File: src/rtl/spi_master_chan.sv
module spi_master_chan #(
  parameter int DW     = 32,
  parameter int MAXDIV = 12
) (
  input  logic          clk,
  input  logic          rst_n,
  input  logic [2:0]    bus_addr,
  input  logic          bus_wr,
  input  logic          bus_rd,
  input  logic [31:0]   bus_wdata,
  output logic [31:0]   bus_rdata,
  output logic          spi_sck,
  output logic          spi_mosi,
  input  logic          spi_miso,
  output logic          spi_cs
);
  localparam int WLW = $clog2(DW);
  localparam int CW  = MAXDIV;

  logic [15:0]    cfg;
  logic           en, txs, rxs, eot, busy, run_rx, srst, half, sck_q, mosi_q;
  logic [DW-1:0]  txbuf, rxbuf, tsh, rsh;
  logic [CW-1:0]  cnt;
  logic [WLW-1:0] bitn;

  wire           cpha    = cfg[0];
  wire           cpol    = cfg[1];
  wire           cspol   = cfg[6];
  wire [WLW-1:0] wl      = cfg[7 +: WLW];
  wire           rx_only = cfg[13:12] == 2'd1;
  wire           tx_only = cfg[13];
  wire           frc     = cfg[14];

  wire [3:0]    dvc  = (cfg[5:2] > 4'(MAXDIV)) ? 4'(MAXDIV) : cfg[5:2];
  wire [CW-1:0] hlim = CW'((32'd1 << dvc) - 32'd1);

  wire wr_cfg = bus_wr && bus_addr == 3'd0;
  wire wr_ctl = bus_wr && bus_addr == 3'd1;
  wire wr_tx  = bus_wr && bus_addr == 3'd3;
  wire wr_sys = bus_wr && bus_addr == 3'd5;
  wire rd_rx  = bus_rd && bus_addr == 3'd4;

  wire start  = en && !busy && (rx_only ? (run_rx && !rxs) : !txs);
  wire edge_t = busy && cnt == hlim;
  wire lead   = edge_t && !half;
  wire trail  = edge_t && half;
  wire last   = trail && bitn == wl;
  wire smp    = cpha ? trail : lead;
  wire drv    = cpha ? lead : (trail && !last);
  wire [DW-1:0] rsh_in = {rsh[DW-2:0], spi_miso};

  always_ff @(posedge clk or negedge rst_n) begin
    if (!rst_n) begin
      cfg <= '0; en <= 1'b0; txbuf <= '0; rxbuf <= '0; tsh <= '0; rsh <= '0;
      txs <= 1'b1; rxs <= 1'b0; eot <= 1'b0; busy <= 1'b0; run_rx <= 1'b0;
      cnt <= '0; half <= 1'b0; bitn <= '0; sck_q <= 1'b0; mosi_q <= 1'b0; srst <= 1'b0;
    end else if (srst) begin
      cfg <= '0; en <= 1'b0; txbuf <= '0; rxbuf <= '0; tsh <= '0; rsh <= '0;
      txs <= 1'b1; rxs <= 1'b0; eot <= 1'b0; busy <= 1'b0; run_rx <= 1'b0;
      cnt <= '0; half <= 1'b0; bitn <= '0; sck_q <= 1'b0; mosi_q <= 1'b0; srst <= 1'b0;
    end else begin
      srst <= wr_sys && bus_wdata[0];
      if (wr_cfg) cfg <= bus_wdata[15:0];
      if (wr_ctl) en <= bus_wdata[0];
      if (rd_rx) rxs <= 1'b0;

      if (start) begin
        busy  <= 1'b1;
        cnt   <= '0;
        half  <= 1'b0;
        bitn  <= '0;
        rsh   <= '0;
        eot   <= 1'b0;
        sck_q <= cpol;
        if (cpha) tsh <= txbuf;
        else begin
          tsh    <= txbuf << 1;
          mosi_q <= txbuf[wl];
        end
        if (!rx_only) txs <= 1'b1;
      end else if (busy) begin
        cnt <= edge_t ? '0 : CW'(cnt + 1'b1);
        if (edge_t) begin
          sck_q <= ~sck_q;
          half  <= ~half;
        end
        if (drv) begin
          mosi_q <= tsh[wl];
          tsh    <= tsh << 1;
        end
        if (smp) rsh <= rsh_in;
        if (trail && !last) bitn <= bitn + 1'b1;
        if (last) begin
          busy <= 1'b0;
          eot  <= rx_only ? 1'b1 : (txs && !wr_tx);
          if (!tx_only) begin
            rxbuf <= cpha ? rsh_in : rsh;
            rxs   <= 1'b1;
          end
        end
      end

      if (wr_tx) begin
        txbuf <= bus_wdata[DW-1:0];
        if (rx_only) run_rx <= 1'b1;
        else txs <= 1'b0;
      end
      if (wr_ctl && !bus_wdata[0]) begin
        busy   <= 1'b0;
        run_rx <= 1'b0;
      end
    end
  end

  wire cs_act = en && (frc || busy);
  assign spi_cs   = cspol ? ~cs_act : cs_act;
  assign spi_sck  = busy ? sck_q : cpol;
  assign spi_mosi = mosi_q;

  always_comb begin
    case (bus_addr)
      3'd0:    bus_rdata = {16'b0, cfg};
      3'd1:    bus_rdata = {31'b0, en};
      3'd2:    bus_rdata = {28'b0, ~srst, eot, txs, rxs};
      3'd3:    bus_rdata = 32'(txbuf);
      3'd4:    bus_rdata = 32'(rxbuf);
      default: bus_rdata = '0;
    endcase
  end
endmodule

File: config.mk
export PLATFORM = sky130hd
export DESIGN_NAME = spi_master_chan
export DESIGN_NICKNAME = d
export VERILOG_FILES = /design/src/rtl/spi_master_chan.sv
export SDC_FILE = /design/constraint.sdc
export NUM_CORES = 1
export LEC_CHECK = 0
export ABC_AREA = 1
export BUFFER_PORTS_ARGS = -buffer_cell sky130_fd_sc_hd__buf_2
export CORE_ASPECT_RATIO = 1.75
export CORE_UTILIZATION = 50
export DETAILED_ROUTE_END_ITERATION = 8
export HOLD_SLACK_MARGIN = 0.02
export PLACE_DENSITY_LB_ADDON = 0.3
export REMOVE_ABC_BUFFERS = 1
export SLEW_MARGIN = 10
export SYNTH_ARGS = -nofsm -noshare
export SYNTH_HDL_FRONTEND = slang
export SYNTH_SLANG_ARGS = --single-unit
File: constraint.sdc
create_clock -name clk -period 2.9 [get_ports clk]
set_input_delay 0.58 -clock clk [delete_from_list [all_inputs] [get_ports clk]]
set_output_delay 0.58 -clock clk [all_outputs]
set_load 0.1 [all_outputs]
==> metrics.txt <==
switching power share of the total=39.3%; setup TNS=0 ns; Post-Place Setup Slack=0.151 ns; r2r worst-path depth=17; Routed wire per std cell=17.0 um; post-route clock period utilization=92.2%; sequential group share of total power=38.4%; Filler Cells Inserted=1716; final setup violating endpoints=0; time the worst path needs with I/O delays and setup=2.67 ns; power per cell area=708 nW/um2; Seq/Total Area, Yosys=44.2%; pin count of the biggest net entering global routing=92; CTS tree=yes; detailed router's first-iteration violation count=730; number of optimization iterations in the first detailed-route pass=5; floorplan core area=19000 um2; Worst Clk Skew=0.0135 ns; clock sink total=171; WP buf/inv=2; number of antenna violations at the first check in global routing=0; Critical Path Slowest Stage Cell=sky130_fd_sc_hd__dfrtp_2; half-perimeter wire length after detailed placement=19.6 mm; DRC viols=0; Achievable Freq=374 MHz; Worst-Margin Slew=0.885 ns; post-route setup slack=0.226 ns; highest fanout seen on the critical path=23; CP delay by family, top=simple AND/OR/NAND/NOR gates; net load switching power=3.19 mW; internal power summed over all cells=4.92 mW; share of layout cells above drive strength 1=12.2%; # IOs=75; cells traversed along the worst timing path=nor2_4 > nand2_1 > ha_1 > nand2_1 > nand2_1 > a21oi_1 > nand2_1 > nor2_1 > nand3_1 > nor2_4 > nand3_4 > inv_1 > nand2_2 > nand3_4 > buf_12 > nand3_1 > nand2_1; first-pass GRT wire length=45.0 mm; initial standard-cell utilization of the core=50.8%; Clock Tree Root=sky130_fd_sc_hd__clkbuf_16; count of flip-flops with a built-in enable after synthesis=0; Layout Cell Area excl Fill=11400 um2; TritonCTS buffer count=17; number of instances in the synthesized netlist=1326; worst-skew pair later-pin latency=0.44 ns; Yosys cell types=37; placed cell area=10800 um2; share of power burned in the clock network=28.6%; headroom to the max-slew limit=41.0%; Startpoint Class=flop; delay of the slowest critical-path stage=0.45 ns; post-synthesis async set-or-reset flop share=100%; IR drop worst, VDD=0.398 mV; LEAKAGE=5.36 nW; core occupancy in the finished layout=60.2%; critical path class=reg -> reg; number of warnings issued by yosys=0; Max-cap violations=0; combinational group share of total power=33.0%; number of global-route vias before repair=9175; number of rows created at floorplan=67; placed cell count=1587; total overflow reported by the global router=0; Final Max Tran Viols=0; HP Class=in -> async; IO buf count=74; antenna violation net count after detailed routing=0; sum of routed wire length over all layers=27.6 mm; register bit total from synthesis=171; Die Wd=107 um; last weighted congestion value of the routability-driven placer=0.922; nature of the critical path endpoint=flop; outcome=completed; Total Routing Usage GR=29.1%; most used flip-flop cell after synthesis=sky130_fd_sc_hd__dfrtp_1; DIE AREA=19900 um2; combined area of all synthesized cells=9670 um2; number of antenna repair diodes=0; total number of H-tree levels=4; filler-free cell count of the finished design=1621; final net count=1410; vias per cell=5.78; height of the die=186 um; Crit path top cell by count=sky130_fd_sc_hd__nand2_1; synthesized area divided by synthesized cell count=7.30 um2; Critical Path Stages=17; deepest clock path buffer count=2; synthesis-to-finish area growth=18.3%; clock slew at the register clock pins of the worst setup and hold paths=0.07 ns; count of endpoints failing hold in the final timing report=0; via count=9376; data required time at the worst endpoint=3.27 ns; worst endpoint data arrival time=3.04 ns
-- metal layers --
layer	global-route usage [%]	part of all wire [%]	vias to the layer above	wire [um]
met5	0	0	-	0
met4	17.6	5.5	0	1520
met3	4.10	3.9	97	1080
met2	52.0	52	294	14500
met1	32.6	38	4444	10500
li1	-	-	4541	-
-- placed cells by master, fill, tap and decap left out, types with 8 or more instances in the layout --
cell type,n
sky130_fd_sc_hd__a21oi_1,58
sky130_fd_sc_hd__buf_12,38
sky130_fd_sc_hd__buf_2,41
sky130_fd_sc_hd__buf_4,31
sky130_fd_sc_hd__clkbuf_16,17
sky130_fd_sc_hd__dfrtp_1,168
sky130_fd_sc_hd__inv_1,130
sky130_fd_sc_hd__inv_2,8
sky130_fd_sc_hd__nand2_1,305
sky130_fd_sc_hd__nand3_1,113
sky130_fd_sc_hd__nand4_1,71
sky130_fd_sc_hd__nor2_1,88
sky130_fd_sc_hd__nor3_1,8
sky130_fd_sc_hd__o21ai_0,177
sky130_fd_sc_hd__o21ai_1,13
sky130_fd_sc_hd__o221ai_1,14
sky130_fd_sc_hd__o22ai_1,26
sky130_fd_sc_hd__xor2_1,10
-- cell type report --
class | instances | area (um2) | share of cell area [%]
clock buffers | 19 | 443 | 3.87
clock inverters | 13 | 154 | 1.34
inverters | 139 | 522 | 4.56
multi-input cells | 925 | 4510 | 39.4
flip-flops and latches | 171 | 4280 | 37.4
well taps | 241 | 302 | 2.63
repair buffers | 113 | 1230 | 10.8
-- Yosys cell counts (4+ instances only) --
cell / instances / share of area (%)
sky130_fd_sc_hd__nand2_1: 306 / 12
sky130_fd_sc_hd__o21ai_0: 179 / 9.3
sky130_fd_sc_hd__dfrtp_1: 170 / 44
sky130_fd_sc_hd__inv_1: 131 / 5.1
sky130_fd_sc_hd__nand3_1: 113 / 5.8
sky130_fd_sc_hd__nor2_1: 90 / 3.5
sky130_fd_sc_hd__nand4_1: 71 / 4.6
sky130_fd_sc_hd__clkbuf_1: 70 / 2.7
sky130_fd_sc_hd__a21oi_1: 58 / 3.0
sky130_fd_sc_hd__o22ai_1: 26 / 1.7
sky130_fd_sc_hd__o221ai_1: 14 / 1.3
sky130_fd_sc_hd__o21ai_1: 12 / 0.62
sky130_fd_sc_hd__buf_2: 11 / 0.57
sky130_fd_sc_hd__xor2_1: 10 / 0.91
sky130_fd_sc_hd__nor3_1: 8 / 0.41
sky130_fd_sc_hd__buf_1: 7 / 0.27
sky130_fd_sc_hd__inv_2: 6 / 0.23
sky130_fd_sc_hd__a31oi_1: 5 / 0.32
sky130_fd_sc_hd__nor2_4: 4 / 0.47
sky130_fd_sc_hd__xnor2_1: 4 / 0.36
-- worst register-to-register path: stages, from the launching register on --
cell and delay, ns:
sky130_fd_sc_hd__dfrtp_2 0.45, sky130_fd_sc_hd__nor2_4 0.18, sky130_fd_sc_hd__nand2_1 0.09, sky130_fd_sc_hd__ha_1 0.31, sky130_fd_sc_hd__nand2_1 0.06, sky130_fd_sc_hd__nand2_1 0.04, sky130_fd_sc_hd__a21oi_1 0.13, sky130_fd_sc_hd__nand2_1 0.06
sky130_fd_sc_hd__nor2_1 0.08, sky130_fd_sc_hd__nand3_1 0.12, sky130_fd_sc_hd__nor2_4 0.17, sky130_fd_sc_hd__nand3_4 0.12, sky130_fd_sc_hd__inv_1 0.18, sky130_fd_sc_hd__nand2_2 0.12, sky130_fd_sc_hd__nand3_4 0.16, sky130_fd_sc_hd__buf_12 0.17
sky130_fd_sc_hd__nand3_1 0.09, sky130_fd_sc_hd__nand2_1 0.08
-- worst paths after layout --
kind / start / endpoint / slack (ns)
worst max-delay path: cfg[4]$_DFFE_PN0P_ / rsh[24]$_DFFE_PN0P_ / 0.23
worst min-delay path: rst_n / cfg[4]$_DFFE_PN0P_ / 0.06
worst max register to register: cfg[4]$_DFFE_PN0P_ / rsh[24]$_DFFE_PN0P_ / 0.23
worst min register to register: spi_mosi$_DFFE_PN0P_ / spi_mosi$_DFFE_PN0P_ / 0.49
max in group asynchronous: rst_n / cfg[0]$_DFFE_PN0P_ / 1.82
min in group clk: bus_wdata[20] / txbuf[20]$_DFFE_PN0P_ / 0.35
-- flip-flops by register name, summed over array words and instances, names as in the netlist, 5 cells and up --
signal	flops
bitn	5
cfg	16
tsh	32
rsh	32
txbuf	32
cnt	12
rxbuf	32
-- stage by stage --
step                      power [mW]  hold slack, ns
final                           8.11          0.0649
after global routing            8.57           0.112
after CTS                       8.09          0.0862
after detailed placement        5.77           0.472
after global placement          5.71           0.482
after floorplan                 4.85           0.284
-- cell families (layout without fill, tap and decap cells) --
| family | count (synthesis) | after routing | share of synthesized area [%] |
|---|---|---|---|
| and+or+nand+nor | 602 | 602 | 27.7 |
| AOI/OAI and AO/OA | 306 | 306 | 17.1 |
| buffers and inverters | 230 | 284 | 9.30 |
| DFF | 171 | 171 | 44.2 |
| adders and majority gates | 3 | 3 | 0.388 |
| xor gates and xnor gates | 14 | 14 | 1.27 |
-- power by group through the flow --
| stage | clock network, mW | registers (mW) | logic [mW] |
|---|---|---|---|
| final | 2.32 | 3.11 | 2.68 |
| after global routing | 2.45 | 3.15 | 2.97 |
| after CTS | 2.34 | 3.10 | 2.65 |
| after detailed placement | 0 | 3.14 | 2.63 |
| after global placement | 0 | 3.13 | 2.59 |
| after floorplan | 0 | 3.13 | 1.72 |
-- what timing repair did --
item,CTS,global route
endpoints found under the setup margin,0,45
setup buffers,0,2
hold endpoints to repair,0,0
gates resized for setup,0,7
hold buffers,0,0
Power figures use the tool's default switching activity.
